===== src/rtl/ccp_pkg.sv =====
package ccp_pkg;
  localparam int unsigned CCP_DATA_W = 32;

  typedef enum logic [1:0] {
    ACT_HOLD  = 2'd0,
    ACT_STEP  = 2'd1,
    ACT_CLEAR = 2'd2
  } cnt_act_e;
endpackage


===== src/rtl/ccp_consume_qual.sv =====
module ccp_consume_qual
  import ccp_pkg::*;
(
  input  logic     stream_open,
  input  logic     fifo_rd_en,
  input  logic     fifo_empty,
  output cnt_act_e act
);
  // A closed stream overrides any consume in the same cycle.
  always_comb begin
    if (!stream_open)                    act = ACT_CLEAR;
    else if (fifo_rd_en && !fifo_empty)  act = ACT_STEP;
    else                                 act = ACT_HOLD;
  end
endmodule


===== src/rtl/ccp_sample_counter.sv =====
module ccp_sample_counter
  import ccp_pkg::*;
#(
  parameter int unsigned CNT_W = 32
) (
  input  logic             clk,
  input  logic             rst,
  input  cnt_act_e         act,
  output logic [CNT_W-1:0] count
);
  logic [CNT_W-1:0] count_q;

  always_ff @(posedge clk) begin
    if (rst) begin
      count_q <= '0;
    end else begin
      unique case (act)
        ACT_CLEAR: count_q <= '0;
        ACT_STEP:  count_q <= count_q + 1'b1;  // wraps modulo 2^CNT_W
        default:   count_q <= count_q;
      endcase
    end
  end

  assign count = count_q;

  // one qualified consume adds one, modulo 2^CNT_W
  a_r1_step_one: assert property (@(posedge clk) disable iff (rst)
    act == ACT_STEP |=> count_q == CNT_W'($past(count_q) + 1'b1));
  // a closed-stream edge leaves the count at zero
  a_r3_clear_on_close: assert property (@(posedge clk) disable iff (rst)
    act == ACT_CLEAR |=> count_q == '0);
  // no qualified consume, no change
  a_r2_hold_idle: assert property (@(posedge clk) disable iff (rst)
    act == ACT_HOLD |=> $stable(count_q));
endmodule


===== src/rtl/ccp_snapshot_reg.sv =====
module ccp_snapshot_reg #(
  parameter int unsigned DATA_W = 32
) (
  input  logic              clk,
  input  logic              rst,
  input  logic              capture,
  input  logic [DATA_W-1:0] live,
  output logic [DATA_W-1:0] snap
);
  logic [DATA_W-1:0] snap_q;

  always_ff @(posedge clk) begin
    if (rst)          snap_q <= '0;
    else if (capture) snap_q <= live;
  end

  assign snap = snap_q;

  // no capture, no change
  a_r6_hold_snapshot: assert property (@(posedge clk) disable iff (rst)
    !capture |=> $stable(snap_q));
endmodule


===== src/rtl/consumed_count_port.sv =====
module consumed_count_port
  import ccp_pkg::*;
#(
  parameter int unsigned CNT_W  = 32,
  parameter int unsigned DATA_W = CCP_DATA_W
) (
  input  logic              clk,
  input  logic              rst,
  input  logic              stream_open,
  input  logic              fifo_rd_en,
  input  logic              fifo_empty,
  input  logic              rd_en,
  output logic [DATA_W-1:0] rd_data,
  output logic              rd_empty
);
  cnt_act_e          act;
  logic [CNT_W-1:0]  count;
  logic [DATA_W-1:0] count_ext;

  ccp_consume_qual u_qual (
    .stream_open (stream_open),
    .fifo_rd_en  (fifo_rd_en),
    .fifo_empty  (fifo_empty),
    .act         (act)
  );

  ccp_sample_counter #(.CNT_W(CNT_W)) u_cnt (
    .clk   (clk),
    .rst   (rst),
    .act   (act),
    .count (count)
  );

  generate
    if (CNT_W < DATA_W) begin : g_pad
      assign count_ext = {{(DATA_W-CNT_W){1'b0}}, count};
    end else begin : g_direct
      assign count_ext = count[DATA_W-1:0];
    end
  endgenerate

  ccp_snapshot_reg #(.DATA_W(DATA_W)) u_snap (
    .clk     (clk),
    .rst     (rst),
    .capture (rd_en),
    .live    (count_ext),
    .snap    (rd_data)
  );

  // The count stream always has a word ready.
  assign rd_empty = 1'b0;

  // a read loads the pre-edge count
  a_r6_capture_live: assert property (@(posedge clk) disable iff (rst)
    rd_en |=> rd_data == $past(count_ext));
  // close wins over a same-cycle consume
  a_r4_close_priority: assert property (@(posedge clk) disable iff (rst)
    (!stream_open && fifo_rd_en && !fifo_empty) |=> count == '0);
  // reset empties the snapshot
  a_r8_reset_clears: assert property (@(posedge clk)
    rst |=> rd_data == '0);
endmodule


===== config.mk =====
export PLATFORM = sky130hd
export DESIGN_NAME = consumed_count_port
export DESIGN_NICKNAME = d
export VERILOG_FILES = /design/src/rtl/ccp_pkg.sv /design/src/rtl/ccp_consume_qual.sv /design/src/rtl/ccp_sample_counter.sv /design/src/rtl/ccp_snapshot_reg.sv /design/src/rtl/consumed_count_port.sv
export SDC_FILE = /design/constraint.sdc
export NUM_CORES = 1
export LEC_CHECK = 0
export BUFFER_PORTS_ARGS = -buffer_cell sky130_fd_sc_hd__buf_2
export CAP_MARGIN = 20
export CORE_ASPECT_RATIO = 1.4
export CORE_MARGIN = 2
export CORE_UTILIZATION = 50
export DETAILED_ROUTE_END_ITERATION = 6
export GPL_TIMING_DRIVEN = 0
export PLACE_DENSITY = 0.77
export SYNTH_ARGS = -nofsm -noshare
export SYNTH_HDL_FRONTEND = slang
export SYNTH_SLANG_ARGS = --single-unit

===== constraint.sdc =====
create_clock -name clk -period 5.13 [get_ports clk]
set_input_delay 0.513 -clock clk [delete_from_list [all_inputs] [get_ports clk]]
set_output_delay 0.513 -clock clk [all_outputs]
set_load 0.05 [all_outputs]

==> run metrics <==
synthesized area=roughly 2700 um^2; crit-path cells=ha_1 -> nand3b_4 -> or3_1 -> clkbuf_1 -> buf_2 -> o31a_1 -> o21a_1; Resize count post-CTS=0; sequential area share after synthesis=a little under half; Initial Utilization=between 50% and 60%; Skew-Pair Late Insertion Delay=0.34 ns; Yosys reg bits=between 60 and 70; final hold vios=0; Core Util, Final=between 60% and 70%; Hold Buf Count CTS=0; CP Capture Type=register; Crit Path Class=register to register; chip height=approximately 90 um; DRC errors left=0; Vias per Instance=approximately 5.6; drt first pass iters=4; vias=between 2000 and 2500; io pins=39; # rows=31; wire per inst=about 14 um; CTS buffer count=9; final non-filler cell total=406; Tcrit/Tclk final=between 40% and 50%; Hold Path Class=register to register; Core Box Area=5200 um^2; Post-DRT Antenna Nets=0; max incr delay on CP=between 0.4 and 0.5 ns; die width=66.3 um; max-slew violations=0; Ant. Diodes=0; die area=6050 um^2; commonest non-fill, non-tap cell in the layout=dfxtp_1; htree depth=3; CTS tree=yes; fmax=464 MHz; initial antenna violation count=0; GPL Wtd Cong=roughly 0.84; crit start category=register; Bufs on Longest Clock Path=2; Slew @ Worst Pin=0.766 ns; Total Nets Final=between 300 and 400; I/O Buffers=35; Final Power=0.994 mW; Clock Tree Root=clkbuf_8; Post-Synthesis Cells=291; Pwr Density=312 nW/um^2; leakage=between 1 and 1.5 nW; worst relative slew slack=between 40% and 50%; fill count=between 400 and 500; R2R Path Start=u_cnt.count[0]; Netlist cell types=37; number of enable flip-flop cells after synthesis=0; arrival time at the worst endpoint=between 2 and 2.5 ns; Worst Path Required=around 5.4 ns; largest net degree at the start of global routing=11; ys flop type=dfxtp_1; buffer and inverter count on the worst path=2; yosys warns=0; share of layout cells above drive strength 1=around 17%; setup bufs post-CTS=0; Post-synth ARST share=0%; first-pass GRT wire length=about 9.6 mm; Sink Count=64; syn nets=between 200 and 300; CP top delay family=simple AND/OR/NAND/NOR gates; Total Neg Setup Slack=0 ns; clk slew on worst S/H paths=around 0.070 ns; syn_area_per_cell=roughly 9.3 um^2; status=finished clean; Area growth syn-to-layout=17.1%; total track usage=between 20 and 25%; peak supply drop=between 0.2 and 0.3 mV; commonest cells after routing, fill and taps aside=dfxtp_1, nor2_1, buf_2, mux2i_1, a21oi_1; CP Max Fanout=10; Final Setup Violations=0; RSZ-0062 raised after global routing=false; DPL Wire Length=~4.0 mm; final WL=slightly below 6 mm; Final Critical Period=between 2 and 2.5 ns; Final Skew=0.00795 ns; Min-Delay Startpoint=u_cnt.count[31]; CP max stage cell=dfxtp_1; GRT overflow=0; vias in the first global route=a little over 2000; Max-Cap Viols=0; placed cell count=392; CP startpoint=u_cnt.count[0]; drt initial violations=88
==> synth_stat cells, drive strengths merged, types with 4 or more instances <==
| cell | number | share of area (%) |
|---|---|---|
| nor3 | 4 | 0.74 |
| nand4 | 9 | 2.5 |
| inv | 4 | 0.55 |
| xnor2 | 9 | 2.9 |
| buf | 7 | 1.2 |
| or4 | 16 | 4.7 |
| dfxtp | 64 | 47 |
| or3 | 4 | 0.92 |
| nor2 | 45 | 6.2 |
| nand3 | 10 | 1.8 |
| nand2 | 11 | 1.5 |
| nor4 | 6 | 1.4 |
| clkbuf | 14 | 1.9 |
| o31ai | 13 | 3.6 |
| mux2i | 35 | 13 |
| a21oi | 16 | 2.9 |
==> worst min-delay path: cells and delay by family (launching register included) <==
kind             cells  cell delay (ns)
muxes                1             0.06
DFF                  1             0.32
and+or+nand+nor      1             0.05
==> sequential cells by signal (all words and copies together) (netlist names) <==
signal / cells
u_cnt.count: 32
u_snap.snap: 32
==> power breakdown <==
part | internal [mW] | switching (mW) | total (mW)
Clock | 0.280 | 0.185 | 0.465
Combinational | 0.0106 | 0.0206 | 0.0312
Sequential | 0.497 | 0.000568 | 0.498
==> logic make-up after synthesis <==
family	after synthesis	share of synthesized area (%)
adder cells (fa/ha/maj)	1	0.460
XOR/XNOR	12	3.86
buffers and inverters	25	3.68
other	1	0.138
multiplexers	35	12.9
flip-flops	64	47.1
AO/OA/AOI/OAI	34	7.68
AND/OR/NAND/NOR	119	24.2
==> final cells by class <==
cell class,count,area (um^2),area share (%)
Clock buffer,10,138,4.32
Multi-Input combinational cell,202,1340,42.0
Buffer,21,85.1,2.67
Tap cell,66,82.6,2.59
Sequential cell,64,1280,40.2
Clock inverter,4,70.1,2.20
Inverter,4,15.0,0.471
Timing Repair Buffer,35,175,5.50
==> final timing paths <==
check	cells past startpoint	slack [ns]	end
max	7	2.98	u_cnt.count[24]
min	2	0.48	u_cnt.count[31]
max reg2reg	7	2.98	u_cnt.count[24]
min reg2reg	2	0.48	u_cnt.count[31]
==> per-layer routing <==
metal	GRT usage (%)	up-vias	share of wire, %
met5	0	-	0
met4	8.84	0	1.9
met2	32.5	66	50
met1	25.0	1070	43
li1	-	1129	-
met3	5.58	10	4.8
==> stage by stage <==
step	hold WS, ns	cell area [um^2]	setup WS (ns)
final	0.479	3190	2.98
after global routing	0.493	3190	2.86
after CTS	0.479	3190	2.99
after detailed placement	0.469	2980	2.81
after global placement	0.461	2980	2.83
after floorplan	0.446	2720	3.21
No activity file was read; power rests on OpenSTA's default activity.
